--- src/rtl/pinc_pkg.sv ---
package pinc_pkg;

   // Sense of a pin: level active high, level active low, falling edge.
   typedef enum logic [1:0] {
      SENSE_HIGH = 2'd0,
      SENSE_LOW  = 2'd1,
      SENSE_FALL = 2'd2
   } sense_e;

   // What a pin drives once decoded.
   typedef enum logic [1:0] {
      DEST_PEND  = 2'd0,
      DEST_STOP  = 2'd1,
      DEST_RESET = 2'd2
   } dest_e;

   localparam int MAX_PINS = 32;
   localparam int PBIT_FW  = 8;   // field width of a pending-bit index

   // Idle level pattern implied by a sense table: active-low pins rest at 1.
   function automatic logic [MAX_PINS-1:0] idle_of(input logic [2*MAX_PINS-1:0] sense,
                                                    input int n);
      logic [MAX_PINS-1:0] r;
      r = '0;
      for (int i = 0; i < MAX_PINS; i++) begin
         if (i < n) r[i] = (sense[2*i +: 2] == SENSE_LOW);
      end
      return r;
   endfunction

endpackage

--- src/rtl/pinc_state.sv ---
module pinc_state #(
   parameter int                  NUM_PINS = 6,
   parameter int                  IDX_W    = 3,
   parameter logic [NUM_PINS-1:0] IDLE_LVL = '0
) (
   input  logic                clk,
   input  logic                rst_n,
   input  logic                evt_vld,
   input  logic [IDX_W-1:0]    evt_idx,
   input  logic                evt_lvl,
   output logic [NUM_PINS-1:0] lvl_q,
   output logic [NUM_PINS-1:0] chg
);

   localparam logic [IDX_W-1:0] IDX_LIMIT = IDX_W'(NUM_PINS);

   if (IDX_W < $clog2(NUM_PINS + 1)) begin : g_bad_idx
      $error("pinc_state: IDX_W too narrow for NUM_PINS");
   end

   // One change strobe per pin; an index outside the pin range matches none.
   for (genvar i = 0; i < NUM_PINS; i++) begin : g_chg
      assign chg[i] = evt_vld && (evt_idx == IDX_W'(i)) && (evt_lvl != lvl_q[i]);
   end

   always_ff @(posedge clk) begin
      if (!rst_n) begin
         lvl_q <= IDLE_LVL;
      end else begin
         for (int i = 0; i < NUM_PINS; i++) begin
            if (chg[i]) lvl_q[i] <= evt_lvl;
         end
      end
   end

   AST_IDLE_KEEPS_LEVELS: assert property (@(posedge clk) disable iff (!rst_n)
      !evt_vld |=> $stable(lvl_q));

   AST_REPEAT_IGNORED: assert property (@(posedge clk) disable iff (!rst_n)
      (evt_vld && (evt_idx < IDX_LIMIT) && (evt_lvl == lvl_q[evt_idx])) |=> $stable(lvl_q));

   AST_BAD_INDEX_IGNORED: assert property (@(posedge clk) disable iff (!rst_n)
      (evt_vld && (evt_idx >= IDX_LIMIT)) |=> $stable(lvl_q));

endmodule

--- src/rtl/pinc_decode.sv ---
module pinc_decode
   import pinc_pkg::*;
#(
   parameter int                    NUM_PINS  = 6,
   parameter int                    PEND_W    = 8,
   parameter logic [2*NUM_PINS-1:0] PIN_SENSE = '0,
   parameter logic [2*NUM_PINS-1:0] PIN_DEST  = '0,
   parameter logic [PBIT_FW*NUM_PINS-1:0] PIN_PBIT = '0
) (
   input  logic [NUM_PINS-1:0] chg,
   input  logic                new_lvl,
   output logic [PEND_W-1:0]   pend_set,
   output logic [PEND_W-1:0]   pend_clr,
   output logic                stop_set,
   output logic                stop_clr,
   output logic                rst_fire
);

   logic [NUM_PINS-1:0] act;
   logic [NUM_PINS-1:0] deact;

   for (genvar i = 0; i < NUM_PINS; i++) begin : g_pin
      localparam logic [1:0] SNS = PIN_SENSE[2*i +: 2];
      localparam logic [1:0] DST = PIN_DEST[2*i +: 2];
      localparam int         PB  = int'(PIN_PBIT[PBIT_FW*i +: PBIT_FW]);

      if (SNS == 2'd3) begin : g_bad_sense
         $error("pinc_decode: undefined sense code");
      end
      if (DST == 2'd3) begin : g_bad_dest
         $error("pinc_decode: undefined destination code");
      end
      if (DST == DEST_PEND && PB >= PEND_W) begin : g_bad_pbit
         $error("pinc_decode: pending bit outside the vector");
      end

      if (SNS == SENSE_FALL) begin : g_edge
         // Only a 1-to-0 change counts; a rise is dropped.
         assign act[i]   = chg[i] && !new_lvl;
         assign deact[i] = 1'b0;
      end else begin : g_level
         localparam logic ACT_LVL = (SNS == SENSE_LOW) ? 1'b0 : 1'b1;
         assign act[i]   = chg[i] && (new_lvl == ACT_LVL);
         assign deact[i] = chg[i] && (new_lvl != ACT_LVL);
      end
   end

   always_comb begin
      pend_set = '0;
      pend_clr = '0;
      stop_set = 1'b0;
      stop_clr = 1'b0;
      rst_fire = 1'b0;
      for (int i = 0; i < NUM_PINS; i++) begin
         if (PIN_DEST[2*i +: 2] == DEST_PEND) begin
            for (int b = 0; b < PEND_W; b++) begin
               if (PIN_PBIT[PBIT_FW*i +: PBIT_FW] == PBIT_FW'(b)) begin
                  if (act[i])   pend_set[b] = 1'b1;
                  if (deact[i]) pend_clr[b] = 1'b1;
               end
            end
         end else if (PIN_DEST[2*i +: 2] == DEST_STOP) begin
            if (act[i])   stop_set = 1'b1;
            if (deact[i]) stop_clr = 1'b1;
         end else if (PIN_DEST[2*i +: 2] == DEST_RESET) begin
            if (act[i]) rst_fire = 1'b1;
         end
      end
   end

endmodule

--- src/rtl/pinc_pend.sv ---
module pinc_pend #(
   parameter int PEND_W = 8
) (
   input  logic              clk,
   input  logic              rst_n,
   input  logic [PEND_W-1:0] pend_set,
   input  logic [PEND_W-1:0] pend_clr,
   input  logic [PEND_W-1:0] ack_mask,
   output logic [PEND_W-1:0] pend_q,
   output logic              irq_req
);

   // Clears from the pin or the acknowledge first, then sets on top: set wins.
   always_ff @(posedge clk) begin
      if (!rst_n) pend_q <= '0;
      else        pend_q <= (pend_q & ~(pend_clr | ack_mask)) | pend_set;
   end

   assign irq_req = |pend_q;

   AST_SET_WINS: assert property (@(posedge clk) disable iff (!rst_n)
      (pend_set != '0) |=> ((pend_q & $past(pend_set)) == $past(pend_set)));

   AST_ACK_CLEARS: assert property (@(posedge clk) disable iff (!rst_n)
      ((ack_mask & ~pend_set) != '0) |=> ((pend_q & $past(ack_mask & ~pend_set)) == '0));

   AST_NO_SPONTANEOUS_SET: assert property (@(posedge clk) disable iff (!rst_n)
      (pend_set == '0) |=> ((pend_q & ~$past(pend_q)) == '0));

endmodule

--- src/rtl/pinc_core_ctl.sv ---
module pinc_core_ctl (
   input  logic clk,
   input  logic rst_n,
   input  logic stop_set,
   input  logic stop_clr,
   input  logic rst_fire,
   output logic stop_q,
   output logic rst_q
);

   always_ff @(posedge clk) begin
      if (!rst_n) begin
         stop_q <= 1'b0;
         rst_q  <= 1'b0;
      end else begin
         if (stop_set)      stop_q <= 1'b1;
         else if (stop_clr) stop_q <= 1'b0;
         rst_q <= rst_fire;
      end
   end

   AST_RESET_REQ_SINGLE: assert property (@(posedge clk) disable iff (!rst_n)
      rst_q |=> !rst_q);

   AST_STOP_HOLDS: assert property (@(posedge clk) disable iff (!rst_n)
      (!stop_set && !stop_clr) |=> $stable(stop_q));

endmodule

--- src/rtl/pin_conditioner.sv ---
module pin_conditioner
   import pinc_pkg::*;
#(
   parameter int                    NUM_PINS  = 6,
   parameter int                    PEND_W    = 8,
   // Per pin, pin 0 in the low field: sense code, destination, pending bit.
   parameter logic [2*NUM_PINS-1:0] PIN_SENSE = 12'b00_01_01_10_00_00,
   parameter logic [2*NUM_PINS-1:0] PIN_DEST  = 12'b00_10_01_00_00_00,
   parameter logic [PBIT_FW*NUM_PINS-1:0] PIN_PBIT =
      {8'd3, 8'd0, 8'd0, 8'd2, 8'd1, 8'd0},
   parameter logic [NUM_PINS-1:0]   IDLE_LVL  = 6'b011000,
   localparam int                   IDX_W     = $clog2(NUM_PINS + 1)
) (
   input  logic                clk,
   input  logic                rst_n,
   input  logic                pin_evt_vld,
   input  logic [IDX_W-1:0]    pin_evt_idx,
   input  logic                pin_evt_lvl,
   input  logic [PEND_W-1:0]   ack_mask,
   output logic [PEND_W-1:0]   pend_vec,
   output logic                irq_req,
   output logic                core_stop,
   output logic                core_reset_req,
   output logic [NUM_PINS-1:0] pin_level
);

   localparam logic [MAX_PINS-1:0] IDLE_REF =
      idle_of((2*MAX_PINS)'(PIN_SENSE), NUM_PINS);

   if (NUM_PINS < 1 || NUM_PINS > MAX_PINS) begin : g_bad_pins
      $error("pin_conditioner: NUM_PINS out of range");
   end
   if (PEND_W < 1 || PEND_W > 256) begin : g_bad_pend
      $error("pin_conditioner: PEND_W out of range");
   end
   if (IDLE_LVL != IDLE_REF[NUM_PINS-1:0]) begin : g_bad_idle
      $error("pin_conditioner: IDLE_LVL disagrees with PIN_SENSE");
   end

   logic [NUM_PINS-1:0] chg;
   logic [PEND_W-1:0]   pend_set;
   logic [PEND_W-1:0]   pend_clr;
   logic                stop_set;
   logic                stop_clr;
   logic                rst_fire;

   pinc_state #(
      .NUM_PINS (NUM_PINS),
      .IDX_W    (IDX_W),
      .IDLE_LVL (IDLE_LVL)
   ) u_state (
      .clk     (clk),
      .rst_n   (rst_n),
      .evt_vld (pin_evt_vld),
      .evt_idx (pin_evt_idx),
      .evt_lvl (pin_evt_lvl),
      .lvl_q   (pin_level),
      .chg     (chg)
   );

   pinc_decode #(
      .NUM_PINS  (NUM_PINS),
      .PEND_W    (PEND_W),
      .PIN_SENSE (PIN_SENSE),
      .PIN_DEST  (PIN_DEST),
      .PIN_PBIT  (PIN_PBIT)
   ) u_decode (
      .chg      (chg),
      .new_lvl  (pin_evt_lvl),
      .pend_set (pend_set),
      .pend_clr (pend_clr),
      .stop_set (stop_set),
      .stop_clr (stop_clr),
      .rst_fire (rst_fire)
   );

   pinc_pend #(
      .PEND_W (PEND_W)
   ) u_pend (
      .clk      (clk),
      .rst_n    (rst_n),
      .pend_set (pend_set),
      .pend_clr (pend_clr),
      .ack_mask (ack_mask),
      .pend_q   (pend_vec),
      .irq_req  (irq_req)
   );

   pinc_core_ctl u_ctl (
      .clk      (clk),
      .rst_n    (rst_n),
      .stop_set (stop_set),
      .stop_clr (stop_clr),
      .rst_fire (rst_fire),
      .stop_q   (core_stop),
      .rst_q    (core_reset_req)
   );

   AST_REQ_FOLLOWS_ACK: assert property (@(posedge clk) disable iff (!rst_n)
      (!pin_evt_vld && ((pend_vec & ~ack_mask) == '0)) |=> !irq_req);

endmodule

--- config.mk ---
export PLATFORM = sky130hd
export DESIGN_NAME = pin_conditioner
export DESIGN_NICKNAME = d
export VERILOG_FILES = /design/src/rtl/pinc_pkg.sv /design/src/rtl/pinc_state.sv /design/src/rtl/pinc_decode.sv /design/src/rtl/pinc_pend.sv /design/src/rtl/pinc_core_ctl.sv /design/src/rtl/pin_conditioner.sv
export SDC_FILE = /design/constraint.sdc
export NUM_CORES = 1
export LEC_CHECK = 0
export BUFFER_PORTS_ARGS = -buffer_cell sky130_fd_sc_hd__buf_4
export CORE_MARGIN = 5
export CORE_UTILIZATION = 47
export CTS_CLUSTER_SIZE = 28
export DETAILED_ROUTE_END_ITERATION = 16
export PLACE_DENSITY = 0.85
export SYNTH_ARGS = -nofsm -noshare
export SYNTH_HDL_FRONTEND = slang
export SYNTH_SLANG_ARGS = --single-unit
--- constraint.sdc ---
create_clock -name clk -period 2.7 [get_ports clk]
set_input_delay 0.54 -clock clk [delete_from_list [all_inputs] [get_ports clk]]
set_output_delay 0.54 -clock clk [all_outputs]
set_load 0.02 [all_outputs]
==> flow_metrics.tcl, run 1 <==
set metrics [dict create \
    status "finished, final reports clean" \
    syn2layout_area_growth_pct 38.3 \
    p_total_mw 0.425 \
    fin_nets 115 \
    p_leak_nw 0.437 \
    p_comb_frac 0.136 \
    fill_cells 100 \
    p_switching_mw 0.102 \
    crit_required_ps 2160 \
    io_pins 32 \
    initial_core_util 0.513 \
    relSlewSlack 0.776 \
    drv_cap 0 \
    multi_input_area_sq_um 337 \
    num_antenna_cells 0 \
    remaining_drc_errors 0 \
    drt_iter0_drc 7 \
    vias 624 \
    holdCritPathClass "reg2reg" \
    ctsRootBufferMaster "clkbuf_4" \
    slew_viol_final 0 \
    grt_pass1_wl_um 2700 \
    seq_power_share 0.575 \
    grt_pass1_vias 587 \
    die_x_um 48.4 \
    seq_area_frac_synth 0.463 \
    period_share 0.629 \
    netlist_instances 66 \
    drt-total-wl_um 1640 \
    ir_worst_vdd_mv 0.305 \
    clock-sinks 16 \
    tritoncts "done" \
    setup_viol 0 \
    clkPwrFrac 0.289 \
    gp_congestion 0.701 \
    cts_resized 0 \
    cts_htree_levels 1 \
    path_clk_slew_ps 90 \
    crit_fanout 3 \
    clk_path_buf_depth 2 \
    whs_ps 491 \
    hold_viol 0 \
    p_per_area_mw_per_mm2 444 \
    synth.avg_cell_area_sq_um 10.5 \
    track_usage 0.148 \
    post_cts_buffers 0 \
    first_pass_iters 4 \
    synth.distinct_cells 27 \
    r2r_start "u_pend.pend_q[0]" \
    gr-total-overflow 0 \
    core_area_sq_mm 0.00135 \
    via_per_inst 5.52 \
    p_int_mw 0.323 \
    dieHeight_um 48.4 \
    ys_warn_count 0 \
    cp-end-kind "output pin" \
    path_class "reg2out" \
    hpwl_um 1230 \
    regArea_sq_um 320 \
    wire_per_inst_um 14.5 \
    ys_seq_elements 16 \
    critPathLaunch "u_pend.pend_q[0]" \
    final_antenna_net_count 0 \
    rows 13 \
    holdBufCountCts 0 \
    tns_ps 0 \
    dieArea_sq_mm 0.00234 \
    drive_gt1_frac 0.398 \
    start_kind "flop" \
    antenna_found_initial 0 \
    netlist_area_sq_um 692 \
    rsz0062_at_grt "false" \
    io_buffers 31 \
    syn-num-nets 81 \
    min_period_ps 1700 \
    insertion_delay_ps 280 \
    finalClockSkew_ps 1.73 \
    grt_max_degree 17 \
    numCtsBuffers 3 \
    critPathArrivalTime_ps 1160 \
    clock.fmax_mhz 589 \
    min_from "u_ctl.stop_q" \
    sw_frac_of_total 0.241 \
    tightest_slew_ps 335 \
]
[stage by stage]
stage | setup slack (ps) | utilization | instance area (sq um) | std cells
6_report | 1000 | 0.709 | 957 | 113
5_1_grt | 893 | 0.709 | 957 | 113
4_1_cts | 991 | 0.709 | 957 | 113
3_5_place_dp | 1170 | 0.692 | 935 | 110
3_3_place_gp | 1220 | 0.692 | 935 | 110
2_1_floorplan | 1340 | - | 692 | 66
[routing by layer]
metal / wire length [um] / global-route usage / share of wire / vias to the layer above
li1: - / - / - / 308
met1: 670 / 0.150 / 0.41 / 289
met2: 816 / 0.248 / 0.50 / 20
met3: 103 / 0.0489 / 0.063 / 7
met4: 47 / 0.106 / 0.029 / 0
met5: 0 / 0 / 0 / -
[cell families (layout without fill, tap and decap cells)]
kind of cell	after synthesis	after routing	share of synthesized area
and+or+nand+nor	26	26	0.304
DFF	16	16	0.463
AOI/OAI and AO/OA	10	10	0.110
buffers and inverters	9	41	0.0506
muxes	5	5	0.0723
[power groups by stage]
stage          Combinational, mW  Clock, mW  Sequential, mW
2_1_floorplan             0.0204          0           0.255
3_3_place_gp              0.0564          0           0.249
3_5_place_dp              0.0578          0           0.250
4_1_cts                   0.0583      0.128           0.244
5_1_grt                   0.0625      0.141           0.245
6_report                  0.0579      0.123           0.244
[critical path: stages, from the launching register on]
cell	delay, ps
dfxtp_1	350
nor4_1	280
nand2_1	80
buf_4	160
[layout by cell type (no fill, tap or decap)]
cell      synthesis  layout
o21ai_0           1       1
a21boi_1          1       1
a311oi_1          2       2
a32oi_1           1       1
nand2_1           4       4
and4bb_2          2       2
a31oi_1           1       1
buf_4             0      31
nor4b_2           1       1
or3_1             1       1
nand4b_1          2       2
nor2b_1           4       4
dfxtp_1          16      16
nor3b_2           1       1
and3b_1           4       4
nand3b_1          1       1
and4_1            1       1
nor4_1            2       2
o311ai_1          1       1
o21a_1            2       2
and4bb_4          1       1
and2_1            1       1
nor3b_1           1       1
o211ai_1          1       1
clkbuf_4          0       3
mux2i_1           5       5
inv_1             7       7
[area by class of cell]
cell class,instances,share of cell area
well taps,15,0.0196
repair buffers,31,0.243
flip-flops and latches,16,0.335
clock buffers,3,0.0235
inverters,7,0.0275
multi-input cells,41,0.352
[final timing paths]
| path | end | depth (start not counted) | slack (ps) |
|---|---|---|---|
| worst max-delay path | irq_req | 3 | 1000 |
| worst min-delay path | u_ctl.stop_q | 2 | 490 |
| worst max register to register | u_pend.pend_q[0] | 3 | 1780 |
| worst min register to register | u_ctl.stop_q | 2 | 490 |
[cell usage after synthesis]
cell type	n	area share
and3b_1	4	0.051
a31oi_1	1	0.0090
nand4b_1	2	0.025
nand2_1	4	0.022
a32oi_1	1	0.013
or3_1	1	0.0090
nor3b_1	1	0.011
o311ai_1	1	0.013
dfxtp_1	16	0.46
a311oi_1	2	0.025
and2_1	1	0.0090
o211ai_1	1	0.011
o21ai_0	1	0.0072
a21boi_1	1	0.011
and4_1	1	0.013
nand3b_1	1	0.011
and4bb_2	2	0.036
nor2b_1	4	0.036
mux2i_1	5	0.072
o21a_1	2	0.022
inv_1	7	0.038
nor3b_2	1	0.018
nor4_1	2	0.018
and4bb_4	1	0.024
clkbuf_1	1	0.0054
buf_2	1	0.0072
nor4b_2	1	0.022
[state kept, by name, summed over array words and instances, names as in the netlist]
name / count
u_pend.pend_q: 8
u_state.lvl_q: 6
u_ctl.stop_q: 1
u_ctl.rst_q: 1
No activity file was read; power rests on OpenSTA's default activity.
==> run 2: changes to the inputs <==
- ABC_AREA: unset -> 1
- CORE_ASPECT_RATIO: unset -> 1.2
- CORE_UTILIZATION: 47 -> 44
- PLACE_DENSITY: 0.85 -> 0.81
- clock period: 2.7 -> 1.6 ns (I/O delays scaled with it)
==> run 2 against run 1 <==
  * Die area up 7.8%
  * Sequential share of layout area down 1.3 points
  * Core utilization down 7.7 points
  * Count of clock-buffer cells in the layout up 1
  * Synthesized cell count up 59%
  * Critical path depth unchanged
  * Sequential power up 68%
  * Synthesized area up 2.7%
  * Critical endpoint unchanged
==> flow_metrics.tcl, run 2 <==
set metrics [dict create \
    whs_ps 163 \
    hpwl_um 1330 \
    pre_cts_ws_ps 423 \
    start_kind "flop" \
    r2r_end "u_pend.pend_q[1]" \
    path_class "reg2out" \
    relSlewSlack 0.823 \
    cp-end-kind "output pin" \
    met3_usage 0.0201 \
    seq_area_frac_synth 0.451 \
    synth_common_cells "35 x nand2_1, 16 x dfxtp_1, 16 x nor2_1" \
    yosysTopAreaCell "dfxtp_1" \
    clkPwrFrac 0.352 \
    numCtsBuffers 3 \
    clock-sinks 16 \
    ys_seq_elements 16 \
    synth_edf_count 0 \
    grt_pass1_vias 700 \
    crit_fanout 3 \
    synth.distinct_cells 16 \
    ys_warn_count 0 \
    min_period_ps 1520 \
    status "finished, final reports clean" \
    drive_gt1_frac 0.304 \
    setup_viol 0 \
    crit_required_ps 1280 \
    tightest_slew_ps 264 \
    dieHeight_um 54.0 \
    grt_pass1_wl_um 2860 \
    drt-total-wl_um 1770 \
    io_pins 32 \
    largest_reg_flops 8 \
    drt_iter0_drc 19 \
    netlist_area_sq_um 711 \
    post_dp_cell_area_sq_um 950 \
    synth_most_common_cell "nand2_1" \
    seq_power_share 0.526 \
    reg.largest.list "u_pend.pend_q: 8 flops, u_state.lvl_q: 6 flops" \
    p_comb_frac 0.123 \
    ir_worst_vdd_mv 0.450 \
    holdCritPathClass "in2reg" \
    layout_common_cells "35 x nand2_1, 31 x buf_4, 16 x nor2_1" \
    yosys_most_used_dff "dfxtp_1" \
    dieArea_sq_mm 0.00252 \
    gr-total-overflow 0 \
    first_pass_iters 4 \
    fin_nets 154 \
    cts_htree_levels 1 \
    ff2ff_path_depth 6 \
    p_per_area_mw_per_mm2 778 \
    p_leak_nw 0.484 \
    fin_util 0.632 \
    insertion_delay_ps 290 \
    post_cts_buffers 0 \
    p_int_mw 0.587 \
    hold_viol 0 \
    rows 16 \
    tritoncts "done" \
    instances_no_fill 156 \
    stdcell_area_sq_um 1000 \
    r2r_slack_ps 670 \
    die_x_um 46.7 \
    grtUsageMet2 0.291 \
    dp_cells 152 \
    busiest_layer "met2" \
    regMostFlops "u_pend.pend_q" \
    groute.layer.met1.usage 0.170 \
    syn-num-nets 120 \
    drv_cap 0 \
    setup_ws_ps 83.3 \
    period_share 0.948 \
    clock.fmax_mhz 659 \
    syn2layout_area_growth_pct 40.7 \
    p_total_mw 0.778 \
    grt_max_degree 11 \
    remaining_drc_errors 0 \
    slew_viol_final 0 \
    ctsRootBufferMaster "clkbuf_4" \
    vias 756 \
    sw_frac_of_total 0.245 \
    wire_per_inst_um 11.3 \
    path_clk_slew_ps 90 \
    via_per_inst 4.85 \
    io_buffers 31 \
    p_switching_mw 0.191 \
    netlist_instances 105 \
    track_usage 0.158 \
    synth_top_area_frac 0.451 \
    r2r_start "u_state.lvl_q[1]" \
    tns_ps 0 \
    finalClockSkew_ps 5.75 \
    final_antenna_net_count 0 \
    synthArstFlopShare 0 \
    initial_core_util 0.449 \
    final_common_cell "nand2_1" \
    critPathArrivalTime_ps 1200 \
    num_antenna_cells 0 \
    synth.avg_cell_area_sq_um 6.77 \
    min_from "ack_mask[4]" \
    holdPathEnd "u_pend.pend_q[4]" \
    holdPathStages 2 \
    core_area_sq_mm 0.00158 \
    gp_congestion 0.748 \
    clk_path_buf_depth 2 \
    antenna_found_initial 0 \
    synthTopCellsByArea "dfxtp_1 45%, nand2_1 18%, nor2_1 8.5%" \
]
## run 2: power by group through the flow
stage          Clock (mW)  Combinational [mW]  Sequential (mW)
6_report            0.273              0.0954            0.409
5_1_grt             0.299               0.106            0.410
4_1_cts             0.278              0.0951            0.409
3_5_place_dp            0              0.0942            0.418
3_3_place_gp            0              0.0936            0.417
2_1_floorplan           0              0.0436            0.425
## run 2: cell families after synthesis
family,count (synthesis),share of synthesized area
compound gates,9,0.0722
xor+xnor,1,0.0123
buf+inv,17,0.109
flops,16,0.451
simple gates,62,0.356
## run 2: how the worst max path moves through the flow
stage	start	end	slack, ps	depth (start not counted)
detailed placement	u_pend.pend_q[1]	irq_req	420	3
global route	u_pend.pend_q[6]	irq_req	-30	3
floorplan	u_pend.pend_q[1]	irq_req	460	2
finish	u_pend.pend_q[6]	irq_req	80	3
CTS	u_pend.pend_q[1]	irq_req	90	3
global placement	u_pend.pend_q[6]	irq_req	450	3
## run 2: cell type report
type                            count  area [sq um]
Timing Repair Buffer               31           233
Fill cell                         138           582
Tap cell                           18          22.5
Sequential cell                    16           322
Clock buffer                        4          36.3
Multi-Input combinational cell     72           325
Inverter                           15          61.3
## run 2: metal layers
layer / share of wire / wire [um]
met5: 0 / 0
met4: 0.016 / 29
met3: 0.037 / 65
met2: 0.57 / 1010
met1: 0.37 / 662
## run 2: repair_timing
item	CTS	global route
resized for setup	0	3
hold buffers	0	0
setup endpoints to repair	0	1
hold endpoints to repair	0	0
## run 2: critical path: stages, from the launching register on
cell and delay [ps]:
dfxtp_1 340, nor4_2 320, nand2_1 80, buf_4 160
